`src/rtl/cfgx_pkg.sv`:
```
package cfgx_pkg;

    localparam int DEF_LANES = 4;
    localparam int DEF_CFG_W = 16;
    localparam int DEF_DEPTH = 8;

    typedef enum logic [1:0] {
        CH_IDLE  = 2'd0,
        CH_SHIFT = 2'd1,
        CH_DONE  = 2'd2
    } chain_st_e;

    // Default contents of the frequent-configuration table.
    function automatic logic [DEF_DEPTH*DEF_CFG_W-1:0] mk_table();
        logic [DEF_DEPTH*DEF_CFG_W-1:0] r;
        logic [31:0] t;
        r = '0;
        for (int i = 0; i < DEF_DEPTH; i++) begin
            t = (32'(i) * 32'h1357) ^ 32'h0000_A5C3;
            r[i*DEF_CFG_W +: DEF_CFG_W] = t[DEF_CFG_W-1:0];
        end
        return r;
    endfunction

    function automatic int unsigned wrap_add(int unsigned a, int unsigned b, int unsigned n);
        return (a + b) % n;
    endfunction

endpackage

```
`src/rtl/cfgx_tbl_port.sv`:
```
module cfgx_tbl_port #(
    parameter int CFG_W = 16,
    parameter int DEPTH = 8,
    parameter int IDX_W = 3,
    parameter logic [DEPTH*CFG_W-1:0] TBL = '0
) (
    input  logic             clk,
    input  logic             rst,
    input  logic             rd_en,
    input  logic             rd_raw,
    input  logic [IDX_W-1:0] rd_idx,
    input  logic [CFG_W-1:0] rd_word,
    output logic             out_vld,
    output logic [CFG_W-1:0] out_word
);
    logic [CFG_W-1:0] tbl_word;

    always_comb begin
        tbl_word = '0;
        if (int'(rd_idx) < DEPTH)
            tbl_word = TBL[int'(rd_idx)*CFG_W +: CFG_W];
    end

    always_ff @(posedge clk) begin
        if (rst) begin
            out_vld  <= 1'b0;
            out_word <= '0;
        end else begin
            out_vld <= rd_en;
            if (rd_en)
                out_word <= rd_raw ? rd_word : tbl_word;
        end
    end
endmodule

```
`src/rtl/cfgx_chain.sv`:
```
module cfgx_chain
    import cfgx_pkg::*;
#(
    parameter int CFG_W = 16
) (
    input  logic             clk,
    input  logic             rst,
    input  logic             ld_vld,
    input  logic [CFG_W-1:0] ld_word,
    output logic             sdo,
    output logic             sen,
    output logic             done,
    output logic             busy
);
    localparam int CW = $clog2(CFG_W + 1);

    chain_st_e        st;
    logic [CFG_W-1:0] sreg;
    logic [CW-1:0]    left;

    always_ff @(posedge clk) begin
        if (rst) begin
            st   <= CH_IDLE;
            sreg <= '0;
            left <= '0;
        end else if (ld_vld) begin
            st   <= CH_SHIFT;
            sreg <= ld_word;
            left <= CW'(CFG_W);
        end else begin
            case (st)
                CH_SHIFT: begin
                    sreg <= sreg >> 1;
                    left <= left - 1'b1;
                    if (left == CW'(1))
                        st <= CH_DONE;
                end
                CH_DONE:  st <= CH_IDLE;
                default:  st <= CH_IDLE;
            endcase
        end
    end

    assign sdo  = sreg[0];
    assign sen  = (st == CH_SHIFT);
    assign done = (st == CH_DONE);
    assign busy = (st == CH_SHIFT);
endmodule

```
`src/rtl/cfgx_expander.sv`:
```
module cfgx_expander
    import cfgx_pkg::*;
#(
    parameter int LANES = DEF_LANES,
    parameter int CFG_W = DEF_CFG_W,
    parameter int DEPTH = DEF_DEPTH,
    parameter int IDX_W = (DEPTH > 1) ? $clog2(DEPTH) : 1,
    parameter int CNT_W = $clog2(LANES + 1),
    parameter logic [DEPTH*CFG_W-1:0] TBL = mk_table()
) (
    input  logic                   clk,
    input  logic                   rst,
    input  logic [CNT_W-1:0]       in_cnt,
    input  logic [LANES-1:0]       in_raw,
    input  logic [LANES*IDX_W-1:0] in_idx,
    input  logic [LANES*CFG_W-1:0] in_word,
    output logic                   in_ready,
    output logic [LANES-1:0]       chain_bit,
    output logic [LANES-1:0]       chain_en,
    output logic [LANES-1:0]       chain_done
);
    localparam int PW = (LANES > 1) ? $clog2(LANES) : 1;

    logic [PW-1:0]    rr_ptr;
    logic [CNT_W-1:0] eff_cnt;
    logic             accept;
    logic [LANES-1:0] pend;
    logic [LANES-1:0] shifting;
    logic [LANES-1:0] busy;

    logic [LANES-1:0] sel_en;
    logic [LANES-1:0] sel_raw;
    logic [IDX_W-1:0] sel_idx  [LANES];
    logic [CFG_W-1:0] sel_word [LANES];
    logic [CFG_W-1:0] stg_word [LANES];

    always_comb begin
        eff_cnt = in_cnt;
        if (int'(in_cnt) > LANES)
            eff_cnt = CNT_W'(LANES);
    end

    assign busy = pend | shifting;

    always_comb begin
        in_ready = 1'b1;
        for (int k = 0; k < LANES; k++) begin
            if (k < int'(eff_cnt) && busy[wrap_add(int'(rr_ptr), k, LANES)])
                in_ready = 1'b0;
        end
    end

    assign accept = (eff_cnt != '0) && in_ready;

    // Lane-to-chain steering: chain c takes lane (c - ptr) mod LANES.
    always_comb begin
        for (int c = 0; c < LANES; c++) begin
            automatic int lane = int'(wrap_add(c, LANES - int'(rr_ptr), LANES));
            sel_en[c]   = 1'b0;
            sel_raw[c]  = 1'b0;
            sel_idx[c]  = '0;
            sel_word[c] = '0;
            if (accept && lane < int'(eff_cnt)) begin
                sel_en[c]   = 1'b1;
                sel_raw[c]  = in_raw[lane];
                sel_idx[c]  = in_idx[lane*IDX_W +: IDX_W];
                sel_word[c] = in_word[lane*CFG_W +: CFG_W];
            end
        end
    end

    always_ff @(posedge clk) begin
        if (rst)
            rr_ptr <= '0;
        else if (accept)
            rr_ptr <= PW'(wrap_add(int'(rr_ptr), int'(eff_cnt), LANES));
    end

    for (genvar c = 0; c < LANES; c++) begin : g_chain
        cfgx_tbl_port #(
            .CFG_W(CFG_W), .DEPTH(DEPTH), .IDX_W(IDX_W), .TBL(TBL)
        ) u_port (
            .clk(clk), .rst(rst),
            .rd_en(sel_en[c]), .rd_raw(sel_raw[c]),
            .rd_idx(sel_idx[c]), .rd_word(sel_word[c]),
            .out_vld(pend[c]), .out_word(stg_word[c])
        );

        cfgx_chain #(.CFG_W(CFG_W)) u_chain (
            .clk(clk), .rst(rst),
            .ld_vld(pend[c]), .ld_word(stg_word[c]),
            .sdo(chain_bit[c]), .sen(chain_en[c]),
            .done(chain_done[c]), .busy(shifting[c])
        );
    end
endmodule

```
`config.mk`:
```
export PLATFORM = sky130hd
export DESIGN_NAME = cfgx_expander
export DESIGN_NICKNAME = d
export VERILOG_FILES = /design/src/rtl/cfgx_pkg.sv /design/src/rtl/cfgx_tbl_port.sv /design/src/rtl/cfgx_chain.sv /design/src/rtl/cfgx_expander.sv
export SDC_FILE = /design/constraint.sdc
export NUM_CORES = 1
export LEC_CHECK = 0
export ABC_AREA = 1
export ABC_CLOCK_PERIOD_IN_PS = 3400
export BUFFER_PORTS_ARGS = -buffer_cell sky130_fd_sc_hd__buf_2
export CAP_MARGIN = 15
export CORE_MARGIN = 3
export CORE_UTILIZATION = 55
export DETAILED_ROUTE_END_ITERATION = 8
export PLACE_DENSITY_LB_ADDON = 0.25
export SYNTH_ARGS = -nofsm -noshare
export SYNTH_HDL_FRONTEND = slang
export SYNTH_SLANG_ARGS = --single-unit
```
`constraint.sdc`:
```
create_clock -name clk -period 3.4 [get_ports clk]
set_clock_uncertainty 0.05 [all_clocks]
set_input_delay 0.17 -clock clk [delete_from_list [all_inputs] [get_ports clk]]
set_output_delay 0.17 -clock clk [all_outputs]
set_load 0.02 [all_outputs]
```
Word-level counts from Yosys, hierarchy flattened
Cells that the tools add are included.
{"block": "totals", "elab_cells": 186, "reg_bits": 162, "in_bits": 85, "output_inout_bits": 13}
{"block": "op_classes", "mul": 4, "bitwise_logic": 5, "eq_ne": 16, "muxes": 69, "shift": 12, "n_lt_le_gt_ge": 17, "n_reduce_logical": 22, "add_sub_neg": 12}
{"cell": "128-bit by 8-bit indexed part select with 16-bit output (first input constant)", "count": 4}
{"cell": "16-bit 2-to-1 mux", "count": 16}
{"cell": "64-bit by 7-bit indexed part select with 16-bit output", "count": 4}
{"cell": "12-bit by 5-bit indexed part select with 3-bit output", "count": 4}
{"cell": "5-bit 2-to-1 mux", "count": 8}
{"cell": "1-bit 2-to-1 mux", "count": 32}
{"cell": "2-bit by 3-bit less-than comparator with 1-bit output (second input constant)", "count": 8}
{"cell": "5-bit by 1-bit equality test with 1-bit output (second input constant)", "count": 4}
{"cell": "5-bit by 1-bit subtractor with 5-bit output (second input constant)", "count": 4}
{"cell": "1-bit binary-select mux with 2-bit select", "count": 8}
{"cell": "2-bit by 2-bit multiplier with 4-bit output (second input constant)", "count": 4}
{"cell": "3-bit 2-to-1 mux", "count": 5}
{"cell": "2-bit by 3-bit less-than comparator with 1-bit output", "count": 4}
{"cell": "3-bit inequality test (second input constant)", "count": 4}
{"cell": "3-bit OR reduction", "count": 4}
{"cell": "1-bit logical AND", "count": 9}
{"cell": "2-bit by 1-bit equality test with 1-bit output (second input constant)", "count": 4}
{"cell": "2-bit equality test (second input constant)", "count": 4}
{"cell": "2-bit nonzero test", "count": 4}
{"cell": "2-bit OR reduction", "count": 4}
{"cell": "1-bit by 3-bit less-than comparator with 1-bit output (first input constant)", "count": 2}
{"cell": "2-bit by 3-bit less-than comparator with 1-bit output (first input constant)", "count": 2}
{"cell": "1-bit by 2-bit adder with 2-bit output (first input constant)", "count": 2}
{"cell": "2-bit adder (second input constant)", "count": 2}
{"cell": "other kinds (8)", "count": 11}

Depth between registers and ports, before layout
{"block": "logic_depth", "word_depth": 14, "depth_mapped": 20}

Cells and area by module
Synthesis repeated with hierarchy kept, for this count alone.
{"block": "hier_totals", "hier_cells": 1798, "area_unflattened_um2": 11009.3}
{"module": "cfgx_chain", "area_per_inst_um2": 1109.8, "instances": 4, "cells_per_inst": 155}
{"module": "cfgx_tbl_port", "area_per_inst_um2": 974.7, "instances": 4, "cells_per_inst": 141}
{"module": "cfgx_expander", "area_per_inst_um2": 2671.3, "instances": 1, "cells_per_inst": 614}

Worst setup path after synthesis
OpenSTA, ideal clock, no wires.
{"block": "synth_path", "path_type": "reg2reg", "start": "register rr_ptr[1]", "end": "register g_chain[3].u_port.out_word[6]", "setup_slack_ns": -0.007, "t_arrival_ns": 3.241, "required_ns": 3.235, "path_stages_with_launch": 19, "setup_ns": 0.115, "synth_period_minus_slack_ns": 3.407, "cell_sequence": "dfxtp_1 buf_4 inv_1 buf_2 clkbuf_1 clkbuf_1 ha_1 a21o_1 nand2_1 nand2_1 buf_2 nor2_1 inv_1 ha_1 nor2_1 nand2_1 nand2_1 o21ai_0 inv_1"}
{"block": "synth_between", "elab_chain_len": 12, "elab_cells_between_ends": 35, "classes_between": "5 x add/sub; 1 x mul; 1 x order compare; 3 x shift; 19 x mux; 6 x reduce/logical"}
{"element": "start, declared", "line_no": "cfgx_expander.sv:24", "text": "logic [PW-1:0] rr_ptr;"}
{"element": "start signal, assigned", "line_no": "cfgx_expander.sv:76", "text": "rr_ptr <= PW'(wrap_add(int'(rr_ptr), int'(eff_cnt), LANES));"}
{"element": "parallel branches: the longest is 12 deep, another holds 2-bit by 2-bit multiplier with 4-bit output"}
{"element": "end signal, assigned", "line_no": "cfgx_tbl_port.sv:31", "text": "out_word <= rd_raw ? rd_word : tbl_word;"}
{"element": "end, declared", "line_no": "cfgx_tbl_port.sv:14", "text": "output logic [CFG_W-1:0] out_word"}
Several ways; the timed one is not identified. The select of a mux whose other input is x is not followed.
A chain may end at the register's enable or synchronous reset.

Worst setup path after layout
{"block": "layout_path", "start": "register rr_ptr[1]", "end": "register g_chain[2].u_port.out_word[13]"}
{"block": "layout_between", "elab_chain_len": 12, "elab_cells_between_ends": 35, "classes_between": "5 x add/sub; 1 x mul; 1 x order compare; 3 x shift; 19 x mux; 6 x reduce/logical"}
{"element": "parallel branches: the longest is 12 deep, another holds 2-bit by 2-bit multiplier with 4-bit output"}
{"element": "end signal, assigned", "line_no": "cfgx_tbl_port.sv:31"}
{"element": "end, declared", "line_no": "cfgx_tbl_port.sv:14"}
Several ways; the timed one is not identified. The select of a mux whose other input is x is not followed.

==> flow_summary.ini <==
[clock_tree]
cts-hold-fix-buffers = 0
cts_tree = done
postCtsSetupBuffers = 0
htreeDepth = 4
cts_buffers = 17
clk_pin_slew_worst_paths_ns = 0.07
clk_latency_ns = 0.43
cts_resized = 0
cts_buffer_depth = 2
cts.sinks = 162
clock-root-buffer = clkbuf_16

[global_route]
antenna_found_initial = 0
grt_start_max_net_pins = 113
grt_pass1_wl_mm = 50.2
gr-total-overflow = 0
grt_pass1_vias = 9487
grt.total_usage_pct = 30.4

[final_layout]
post-route-util_pct = 63.3
nets = 1827
final_common_cell = nand2_1
diodes = 0
fin_area_um2 = 11600
final_cell_mix = nand2_1, inv_1, o21ai_0, dfxtp_1, nor2_1
drive_above_1_share_pct = 11.2
synthToLayoutAreaGrowth_pct = 10.4
fillCellCount = 1788

[sta]
final.period_utilization_pct = 90.3
setup_violations = 0
slew_headroom_pct = 37.7
fmax_mhz = 326
period_minus_slack_ns = 3.07
tns_ns = 0
hold_violations = 0
tightestPinTransition_ns = 0.930
rsz0062_at_grt = false
slew_violations = 0

[synthesis]
synth_top_family_by_area = simple AND/OR/NAND/NOR gates
synth_cells = 1653
yosysWarnings = 0
synth_cell_types = 48
synth-compound-area-share_pct = 21.0
synthMuxAreaShare_pct = 0.570
syn_nets = 1784
post_synth_instance_area_um2 = 10500
synth_area_leader_cell = dfxtp_1
synthTopCellsByArea = dfxtp_1, nand2_1, o21ai_0
ys.flop_type = dfxtp_1
async_flop_share_pct = 0
synthSimpleGateAreaFrac_pct = 28.9
synth_xor_area_share_pct = 0.510
synth_edf_count = 0
synth_top_area_share_pct = 30.8
seq_area_frac_synth_pct = 30.8
ys_seq_elements = 162
synthAdderAreaFrac_pct = 5.46
avgSynthCellArea_um2 = 6.38

[outcome]
outcome = complete, no violations

[detailed_routing]
dr.pass1.iters = 7
postRouteAntennaNets = 0
drt_iter0_markers = 1003
viasPerCell = 5.62
route.detailed.drc = 0
avgRoutedWirePerCell_um = 16.3
routed_wl_mm = 31.5
num_vias = 10881

[placed_design]
place_area_um2 = 11100
place_hpwl_mm = 23.5
port-buffer-count = 97
place.gp.congestion = 0.981

[die]
io_pins = 98
coreArea_um2 = 18400
die_x_um = 144
row_count = 49
dieArea_um2 = 20900
start_util_pct = 57.3
die_h_um = 144

[critical_path]
start_kind = flop
crit_required_ns = 3.63
cpMostUsedCell = nand2_1
critPathMaxFanout = 41
cp_cell_sequence = xnor2_4 > buf_4 > ha_1 > o21bai_1 > nand2_1 > nand2_1 > inv_2 > nand2_1 > inv_1 > ha_1 > nor2_1 > nand3b_1 > a21oi_1
critPathSlowestCell = dfxtp_1
worstSetupPathType = flop to flop
cp-end-kind = flop
crit_path_max_incr_delay_ns = 0.58
worstPathArrival_ns = 3.30

[worst_hold_path]
hp-class = input pin to flop

[power]
ir_drop_mv = 0.465
pwr_density_cell_nw_per_um2 = 960
p_leak_nw = 5.19

[job]
cap_violations = 0
per-layer routing:
metal / GRT usage, % / part of all wire [%] / vias to the layer above / wire length [um]
li1: - / - / 5459 / -
met1: 46.3 / 48 / 4907 / 15000
met2: 44.9 / 42 / 475 / 13400
met3: 5.22 / 8.6 / 40 / 2700
met4: 6.68 / 1.5 / 0 / 476
met5: 0 / 0 / - / 0
through the flow:
step	power [mW]	cells	hold WS, ns	worst slack [ns]
2_1_floorplan	7.41	1653	0.383	0.00648
4_1_cts	11.0	1937	0.164	0.369
5_1_grt	12.1	1937	0.185	0.0441
3_5_place_dp	9.10	1906	0.406	0.394
6_report	11.2	1937	0.177	0.330
3_3_place_gp	9.02	1906	0.403	0.485
final cells by class:
cell class                 instances  area, um2  share of cell area [%]
multi-input combinational       1165       5950                    51.2
inverter                         220        830                    7.13
clock buffer                      18        429                    3.69
sequential                       162       3250                    27.9
clock inverter                    13        146                    1.26
tap                              229        287                    2.46
timing repair buffer             130        746                    6.41
cells in the mapped netlist (7+ instances only):
library cell,count
nand2_1,446
inv_1,208
o21ai_0,188
dfxtp_1,162
nor2_1,112
a21oi_1,99
nand3_1,76
a31oi_1,56
clkbuf_1,56
ha_1,46
nand4_1,21
buf_2,20
buf_4,18
nor3_1,16
o21a_1,12
a22oi_1,11
buf_1,9
o211ai_1,9
a211oi_1,8
o21ai_1,8
inv_2,7
nand4_4,7
critical path: cells and delay by family (launching register included):
family	cells	cell delay (ns)
adders and majority gates	2	0.54
DFF	1	0.58
AOI/OAI and AO/OA	2	0.17
and+or+nand+nor	5	0.71
xor gates and xnor gates	1	0.18
buffers and inverters	3	0.68
path summary, 6_finish.rpt:
kind                                  startpoint                        endpoint  slack (ns)  cells after the start
setup / recovery                       rr_ptr[1]  g_chain[2].u_port.out_word[13]        0.33                     13
hold reg to reg   g_chain[2].u_port.out_word[15]     g_chain[2].u_chain.sreg[15]        0.42                      2
hold / removal                       in_word[29]  g_chain[3].u_port.out_word[13]        0.18                      5
setup reg to reg                       rr_ptr[1]  g_chain[2].u_port.out_word[13]        0.33                     13
report_power, final:
group	switching [mW]	internal, mW	leakage (nW)
registers	0.293	2.34	1.32
clock network	0.872	1.04	0.284
logic	4.65	1.99	3.59
registers in the layout (all words and copies together) (netlist names):
register	cells
g_chain.u_chain.sreg	64
g_chain.u_port.out_word	64
g_chain.u_chain.left	20
g_chain.u_chain.st	8
g_chain.u_port.out_vld	4
rr_ptr	2
cells by family (layout without fill, tap and decap cells):
family,count (synthesis),after routing
and+or+nand+nor,706,706
AOI/OAI and AO/OA,403,403
buffers and inverters,326,381
DFF,162,162
adders and majority gates,46,46
muxes,6,6
xor gates and xnor gates,4,4
Power figures use the tool's default switching activity.
